`src/rtl/fpsw_pkg.sv`:
```
package fpsw_pkg;
    localparam int WORD_W  = 16;
    localparam int NUM_EXC = 6;
    localparam int TOP_W   = 3;
    localparam int CC_W    = 4;

    localparam int BIT_BUSY = 15;
    localparam int BIT_ES   = 7;
    localparam int PREC_LO  = 8;
    localparam int RND_LO   = 10;

    typedef enum logic [1:0] {
        CMP_GT = 2'b00,
        CMP_LT = 2'b01,
        CMP_EQ = 2'b10,
        CMP_UN = 2'b11
    } cmp_e;

    typedef enum logic {
        ST_IDLE = 1'b0,
        ST_RUN  = 1'b1
    } run_e;
endpackage

```
`src/rtl/fpsw_busy_fsm.sv`:
```
module fpsw_busy_fsm
    import fpsw_pkg::*;
(
    input  logic clk,
    input  logic rst_n,
    input  logic busy_i,
    output logic busy_o
);
    run_e state_q, state_d;

    always_comb begin
        state_d = state_q;
        unique case (state_q)
            ST_IDLE: if (busy_i)  state_d = ST_RUN;   // go_run
            ST_RUN:  if (!busy_i) state_d = ST_IDLE;  // go_idle
            default: state_d = ST_IDLE;
        endcase
    end

    always_ff @(posedge clk) begin
        if (!rst_n) state_q <= ST_IDLE;
        else        state_q <= state_d;
    end

    always_comb begin
        unique case (state_q)
            ST_RUN:  busy_o = 1'b1;
            default: busy_o = 1'b0;
        endcase
    end


    busy_track_chk: assert property (@(posedge clk) disable iff (!rst_n)
        busy_i |=> busy_o);
endmodule

```
`src/rtl/fpsw_ctrl_reg.sv`:
```
module fpsw_ctrl_reg #(
    parameter int          W   = 16,
    parameter logic [15:0] RST = 16'h037F
) (
    input  logic         clk,
    input  logic         rst_n,
    input  logic         wr,
    input  logic [W-1:0] din,
    output logic [W-1:0] cw_q
);
    always_ff @(posedge clk) begin
        if (!rst_n)  cw_q <= RST[W-1:0];
        else if (wr) cw_q <= din;
    end


    cw_load_chk: assert property (@(posedge clk) disable iff (!rst_n)
        wr |=> (cw_q == $past(din)));


    cw_hold_chk: assert property (@(posedge clk) disable iff (!rst_n)
        !wr |=> $stable(cw_q));
endmodule

```
`src/rtl/fpsw_flags.sv`:
```
module fpsw_flags #(
    parameter int N = 6
) (
    input  logic         clk,
    input  logic         rst_n,
    input  logic         clr,
    input  logic         ev_valid,
    input  logic [N-1:0] ev,
    input  logic [N-1:0] masks,
    output logic [N-1:0] flags_q,
    output logic         es_o
);
    logic [N-1:0] live;

    for (genvar i = 0; i < N; i++) begin : g_flag
        always_ff @(posedge clk) begin
            if (!rst_n) flags_q[i] <= 1'b0;
            else        flags_q[i] <= (flags_q[i] & ~clr) | (ev_valid & ev[i]);
        end
        assign live[i] = flags_q[i] & ~masks[i];
    end

    assign es_o = |live;


    flags_sticky_chk: assert property (@(posedge clk) disable iff (!rst_n)
        !clr |=> ((flags_q & $past(flags_q)) == $past(flags_q)));


    clr_keeps_new_chk: assert property (@(posedge clk) disable iff (!rst_n)
        (clr && !ev_valid) |=> (flags_q == '0));
endmodule

```
`src/rtl/fpsw_cc.sv`:
```
module fpsw_cc
    import fpsw_pkg::*;
(
    input  logic             clk,
    input  logic             rst_n,
    input  logic             cc_wr,
    input  logic [CC_W-1:0]  cc_i,
    input  logic             cmp_wr,
    input  cmp_e             cmp_res,
    input  logic             top_wr,
    input  logic [TOP_W-1:0] top_i,
    output logic [CC_W-1:0]  cc_q,
    output logic [TOP_W-1:0] top_q
);
    logic [2:0] cmp_code;

    always_comb begin
        unique case (cmp_res)
            CMP_GT:  cmp_code = 3'b000;
            CMP_LT:  cmp_code = 3'b001;
            CMP_EQ:  cmp_code = 3'b100;
            default: cmp_code = 3'b111;
        endcase
    end

    always_ff @(posedge clk) begin
        if (!rst_n) begin
            cc_q <= '0;
        end else if (cc_wr) begin
            cc_q <= cc_i;
        end else if (cmp_wr) begin
            cc_q[3] <= cmp_code[2];
            cc_q[2] <= cmp_code[1];
            cc_q[0] <= cmp_code[0];
        end
    end

    always_ff @(posedge clk) begin
        if (!rst_n)      top_q <= '0;
        else if (top_wr) top_q <= top_i;
    end


    c1_kept_chk: assert property (@(posedge clk) disable iff (!rst_n)
        (cmp_wr && !cc_wr) |=> $stable(cc_q[1]));


    top_hold_chk: assert property (@(posedge clk) disable iff (!rst_n)
        !top_wr |=> $stable(top_q));
endmodule

```
`src/rtl/fpsw_unit.sv`:
```
module fpsw_unit
    import fpsw_pkg::*;
#(
    parameter logic [15:0] CW_RESET = 16'h037F
) (
    input  logic              clk,
    input  logic              rst_n,
    input  logic              busy_i,
    input  logic              exc_valid,
    input  logic [NUM_EXC-1:0] exc_events,
    input  logic              clr_exc,
    input  logic              top_wr,
    input  logic [TOP_W-1:0]  top_i,
    input  logic              cc_wr,
    input  logic [CC_W-1:0]   cc_i,
    input  logic              cmp_wr,
    input  logic [1:0]        cmp_res,
    input  logic              cw_wr,
    input  logic [WORD_W-1:0] cw_i,
    output logic [WORD_W-1:0] status_o,
    output logic [WORD_W-1:0] control_o,
    output logic              error_o,
    output logic [1:0]        prec_o,
    output logic [1:0]        round_o
);
    logic               busy_bit;
    logic [NUM_EXC-1:0] flags;
    logic               es;
    logic [CC_W-1:0]    cc;
    logic [TOP_W-1:0]   top;
    cmp_e               cmp_sel;

    assign cmp_sel = cmp_e'(cmp_res);

    fpsw_busy_fsm u_busy (
        .clk    (clk),
        .rst_n  (rst_n),
        .busy_i (busy_i),
        .busy_o (busy_bit)
    );

    fpsw_ctrl_reg #(.W(WORD_W), .RST(CW_RESET)) u_cw (
        .clk   (clk),
        .rst_n (rst_n),
        .wr    (cw_wr),
        .din   (cw_i),
        .cw_q  (control_o)
    );

    fpsw_flags #(.N(NUM_EXC)) u_flags (
        .clk      (clk),
        .rst_n    (rst_n),
        .clr      (clr_exc),
        .ev_valid (exc_valid),
        .ev       (exc_events),
        .masks    (control_o[NUM_EXC-1:0]),
        .flags_q  (flags),
        .es_o     (es)
    );

    fpsw_cc u_cc (
        .clk     (clk),
        .rst_n   (rst_n),
        .cc_wr   (cc_wr),
        .cc_i    (cc_i),
        .cmp_wr  (cmp_wr),
        .cmp_res (cmp_sel),
        .top_wr  (top_wr),
        .top_i   (top_i),
        .cc_q    (cc),
        .top_q   (top)
    );

    assign status_o = {busy_bit, top, cc[3], cc[2], cc[1], cc[0], es, 1'b0, flags};
    assign error_o  = status_o[BIT_ES];
    assign prec_o   = control_o[PREC_LO+1:PREC_LO];
    assign round_o  = control_o[RND_LO+1:RND_LO];


    error_summary_chk: assert property (@(posedge clk) disable iff (!rst_n)
        error_o == |(status_o[NUM_EXC-1:0] & ~control_o[NUM_EXC-1:0]));


    spare_zero_chk: assert property (@(posedge clk) disable iff (!rst_n)
        status_o[6] == 1'b0);
endmodule

```
`config.mk`:
```
export PLATFORM = sky130hd
export DESIGN_NAME = fpsw_unit
export DESIGN_NICKNAME = d
export VERILOG_FILES = /design/src/rtl/fpsw_pkg.sv /design/src/rtl/fpsw_busy_fsm.sv /design/src/rtl/fpsw_ctrl_reg.sv /design/src/rtl/fpsw_flags.sv /design/src/rtl/fpsw_cc.sv /design/src/rtl/fpsw_unit.sv
export SDC_FILE = /design/constraint.sdc
export NUM_CORES = 1
export LEC_CHECK = 0
export ABC_AREA = 1
export BUFFER_PORTS_ARGS = -buffer_cell sky130_fd_sc_hd__buf_4
export CAP_MARGIN = 20
export CORE_MARGIN = 4
export CORE_UTILIZATION = 42
export DETAILED_ROUTE_END_ITERATION = 10
export MAX_ROUTING_LAYER = met4
export PLACE_DENSITY = 0.78
export SYNTH_ARGS = -nofsm -noshare
export SYNTH_HDL_FRONTEND = slang
export SYNTH_HIERARCHICAL = 1
export SYNTH_SLANG_ARGS = --single-unit
```
`constraint.sdc`:
```
create_clock -name clk -period 1 [get_ports clk]
set_input_delay 0.1 -clock clk [delete_from_list [all_inputs] [get_ports clk]]
set_output_delay 0.1 -clock clk [all_outputs]
set_load 0.01 [all_outputs]
```
# Word-level counts from Yosys, hierarchy flattened
# Index checks and enable logic that the tools add are counted.
# W data, S select, Z words.
[word_totals] word_cells=54 register_bits=30 inputBits=40
[op_classes] eq_ne=2 muxes=7 bitwise=31 n_reduce_logical=3
[op_table] cell="$and A1 B1 Y1" n=18
[op_table] cell="$pmux W3 S3" n=1
[op_table] cell="$not A1 Y1" n=7
[op_table] cell="$or A1 B1 Y1" n=6
[op_table] cell="$reduce_or A6 Y1" n=1
[op_table] cell="$mux W1" n=4
[op_table] cell="$mux W2" n=2
[op_table] cell="$eq A2 B1 Y1 const B" n=1
[op_table] cell="$eq A2 B2 Y1 const B" n=1
[op_table] cell="$logic_not A2 Y1" n=1
[op_table] cell="$reduce_bool A2 Y1" n=1

# Depth between registers and ports, before layout
[logic_depth] ltp_word=4 ltp_mapped=6 ltp_nobuf=5

# By module
# The synthesis kept the hierarchy.
[by_module_without_submodules] module="fpsw_ctrl_reg" seq_area_each_um2=320.3 instances=1 area_each_um2=658.1 cells_per_inst=84
[by_module_without_submodules] module="fpsw_cc" seq_area_each_um2=140.1 instances=1 area_each_um2=284.0 cells_per_inst=42
[by_module_without_submodules] module="fpsw_flags" seq_area_each_um2=120.1 instances=1 area_each_um2=267.8 cells_per_inst=43
[by_module_without_submodules] module="fpsw_unit" seq_area_each_um2=0.0 instances=1 area_each_um2=56.3 cells_per_inst=8
[by_module_without_submodules] module="fpsw_busy_fsm" seq_area_each_um2=20.0 instances=1 area_each_um2=27.5 cells_per_inst=3

# Worst setup path after synthesis
# Ideal clock, no wire load.
[synth_path] path_type="reg-to-output" startpoint="register u_cw.cw_q[1]" endpoint="output port status_o[7]" arrival_ps=854 stages_incl_launch_ff=7 setup_slack_ps=46 n_path_buf=1 path_cell_list="dfxtp_1 > inv_1 > nand2_1 > nand2_1 > nor2_1 > nand2_1 > buf_4"
[synth_between] elab_chain_cells=3
[synth_rtl] item="from (decl)" line="fpsw_ctrl_reg.sv:9" source="output logic [W-1:0] cw_q"
[synth_rtl] item="from (signal assigned)" line="fpsw_ctrl_reg.sv:12" source="if (!rst_n) cw_q <= RST[W-1:0];"
[synth_rtl] item="from (signal assigned)" line="fpsw_ctrl_reg.sv:13" source="else if (wr) cw_q <= din;"
[synth_rtl] item="$not A1 Y1" line="fpsw_flags.sv:20" source="assign live[i] = flags_q[i] & ~masks[i];"
[synth_rtl] item="$and A1 B1 Y1" line="fpsw_flags.sv:20"
[synth_rtl] item="$reduce_or A6 Y1" line="fpsw_flags.sv:23" source="assign es_o = |live;"
[synth_rtl] item="to (decl)" line="fpsw_unit.sv:20" source="output logic [WORD_W-1:0] status_o,"
# No other way between the ends.

# Worst setup path after layout
[layout_path] startpoint="register u_cw.cw_q[0]" endpoint="output port error_o"
[layout_between] elab_chain_cells=3
[layout_rtl] item="$not A1 Y1" line="fpsw_flags.sv:20"
[layout_rtl] item="$and A1 B1 Y1" line="fpsw_flags.sv:20"
[layout_rtl] item="$reduce_or A6 Y1" line="fpsw_flags.sv:23"
[layout_rtl] item="to (decl)" line="fpsw_unit.sv:22" source="output logic error_o,"
# No other way between the ends.

==> results.toml <==
[run_status]
run_status = "finished with violations"
violations = "negative setup slack"

[drt]
first_iter_violations = 65
ant_nets = 0
vias_per_cell = 4.452
routed_wl_um = 3367
detail_route.drc_violations = 0
firstDrtPassIters = 4
post_drt_wl_per_cell_um = 11.26
detailroute.via_count = 1331

[cts]
clock_latency_ps = 310
cts_buffer_depth = 2
clockRootBuffer = "sky130_fd_sc_hd__clkbuf_4"
cts.reportedPaths.clkPinSlew_ps = 80
numCtsBuffers = 5
clock_tree_from_tritoncts = "built"
clock_tree.htree_level_count = 2
cts_sinks = 30

[global_route]
grt_remaining_overflow = 0
groute.layer.met2.usage_pct = 30.38
antenna_found_initial = 0
maximum_number_of_pins_on_one_net_before_global_route_repair = 26
first_global_vias = 1331
grt.busiest_layer = "met2"
grt_use_met1_pct = 17.84
globalRouteTotalUtil_pct = 17.48
global_route.usage.met3_pct = 5.684
grt_first_pass_wirelength_um = 5464

[sta]
setup_viol = 2
fin_crit_ps = 1227
portion_of_the_clock_cycle_consumed_by_the_worst_path_in_the_final_layout_pct = 122.7
clock_skew_ps = 0
postLayoutSetupSlackWorst_ps = -226.6
timing.fmax_mhz = 815.2
rsz0062_at_grt = "yes"
finalHoldViolations = 0
drv_slew = 0

[power_and_ir_drop]
power.leakage_uw = 0.001112
max-vdd-ir-drop_mv = 0.8137
powerDensity_mw_per_mm2 = 1253
power.total_uw = 2564

[critical_path]
end_kind = "primary output"
cp_cell_sequence = "inv_2 -> nand2_2 -> nand2_2 -> nor2_2 -> nand2_2 -> buf_6"
critical-path-top-delay-family = "flip-flops"
crit_top_cell = "sky130_fd_sc_hd__nand2_2"
crit_arrival_ps = 1130
timing.critical_path.slowest_cell_delay_ps = 340
cpMaxStageDelayCell = "sky130_fd_sc_hd__dfxtp_2"
setup.worst_path.class = "register to primary output"
critical_path.max_fanout = 2
cp-start-kind = "register"
cp.buffers_inverters = 2
cp_data_required_time_ps = 900

[yosys]
yosysWarningCount = 6
netlist_instances = 180
netlist_area_mm2 = 0.001294
number_of_synthesized_register_bits = 30
yosysSeqAreaShare_pct = 46.42
synth.distinct_cells = 14
synth_nets = 220
syn_area_per_cell_um2 = 7.187

[floorplanning]
initial_utilization_pct = 45.35
floorplan.die_area_mm2 = 0.004032
core_area_mm2 = 0.002853
floorplan.rows = 19
i_o_pins = 77
dieHeight_um = 63.50
die_width_um = 63.50

[placed_design]
portBuffers = 75
dp_hpwl_um = 2321
gp_congestion = 0.7815
place.detailed.instances = 274

[finish]
layout.nets = 308
layout-drive-gt1-share_pct = 42.16
final-instance-count-excl-fill = 299
n_antenna_cell = 0
growth_of_design_area_from_synthesis_to_finish_pct = 58.22

[min_path]
classification_of_the_worst_slack_hold_path = "primary input to register"

[flow_run]
max_cap_viol_count = 0
## per-layer routing
layer	part of all wire [%]	routed length, um
met5	0	0
met4	1.2	40
met3	7.7	260
met2	52	1748
met1	39	1317
## synthesized netlist by cell type (all sizes together)
cell type  number  share of area, %
a21oi           6               2.3
inv            24               7.0
conb            1              0.29
o21ai           5               1.9
nand2          62                19
nand3          13               5.0
buf            12               8.5
dfxtp          30                46
nor2           27               9.6
## logic make-up (layout without fill, tap and decap cells)
logic type	after synthesis	after routing	synth area share, %
flip-flops	30	30	46.42
buffers and inverters	36	124	15.47
other	1	1	0.2899
AO/OA/AOI/OAI	11	11	4.255
AND/OR/NAND/NOR	102	102	33.56
## worst reg2reg max path, cell delays in order, from the launching register on
cell                      delay [ps]
sky130_fd_sc_hd__dfxtp_2         340
sky130_fd_sc_hd__buf_6           110
sky130_fd_sc_hd__buf_4           120
sky130_fd_sc_hd__nand2_1          50
sky130_fd_sc_hd__nand3_1          60
## area by class of cell
cell class / count / area [um^2]
multi-input combinational: 114 / 505.5
sequential: 30 / 606.8
tap: 31 / 38.79
timing repair buffer: 93 / 760.7
clock buffer: 7 / 45.04
inverter: 24 / 90.09
fill: 228 / 805.8
## cells in the final DEF, fill, tap and decap left out, drive strengths merged
cell type / instances
dfxtp: 30
a21oi: 6
nand2: 62
buf: 80
nor2: 27
conb: 1
nand3: 13
clkbuf: 7
o21ai: 5
inv: 24
dlygate4sd3: 13
## registers in the layout, indices dropped and copies added (netlist names)
| register | cells |
|---|---|
| u_cc/top_q | 3 |
| u_busy/state_q | 1 |
| u_cc/cc_q | 4 |
| u_flags/flags_q | 6 |
| u_cw/cw_q | 16 |
## stage by stage
stage / TNS, ps / setup WS [ps] / utilization, % / hold slack (ps) / area, um^2
2_1_floorplan: 0 / 46.10 / - / 193.5 / 1294
5_1_grt: -694.2 / -324.8 / 71.75 / 12.62 / 2047
6_report: -453.2 / -226.6 / 71.75 / 32.97 / 2047
3_3_place_gp: 0 / 112.9 / 62.59 / 281.4 / 1785
3_5_place_dp: 0 / 91.93 / 62.59 / 291.5 / 1785
4_1_cts: -451.3 / -225.8 / 70.53 / 16.23 / 2012
## power by group
| group | internal [uW] | switching, uW |
|---|---|---|
| clock | 264 | 358 |
| combinational | 348 | 267 |
| sequential | 1280 | 51.3 |
## final timing paths
path | from | end | slack, ps | cells past startpoint
max | u_cw/cw_q[0]$_SDFFE_PN1P_ | error_o | -230 | 6
min | exc_events[0] | u_flags/flags_q[0]$_SDFF_PN0_ | 30 | 3
max reg2reg | u_cw/cw_q[1]$_SDFFE_PN1P_ | u_cw/cw_q[1]$_SDFFE_PN1P_ | 210 | 4
min reg2reg | u_cw/cw_q[15]$_SDFFE_PN0P_ | u_cw/cw_q[15]$_SDFFE_PN0P_ | 470 | 2
## what timing repair did
item                                   CTS  global route
setup buffers                            4             1
setup endpoints to repair                2             6
pin swaps                                2             3
gates resized for setup                  9            12
endpoints found under the hold margin   13             0
gates cloned                             0             0
hold buffers                            13             0
No activity file was read; power rests on OpenSTA's default activity.
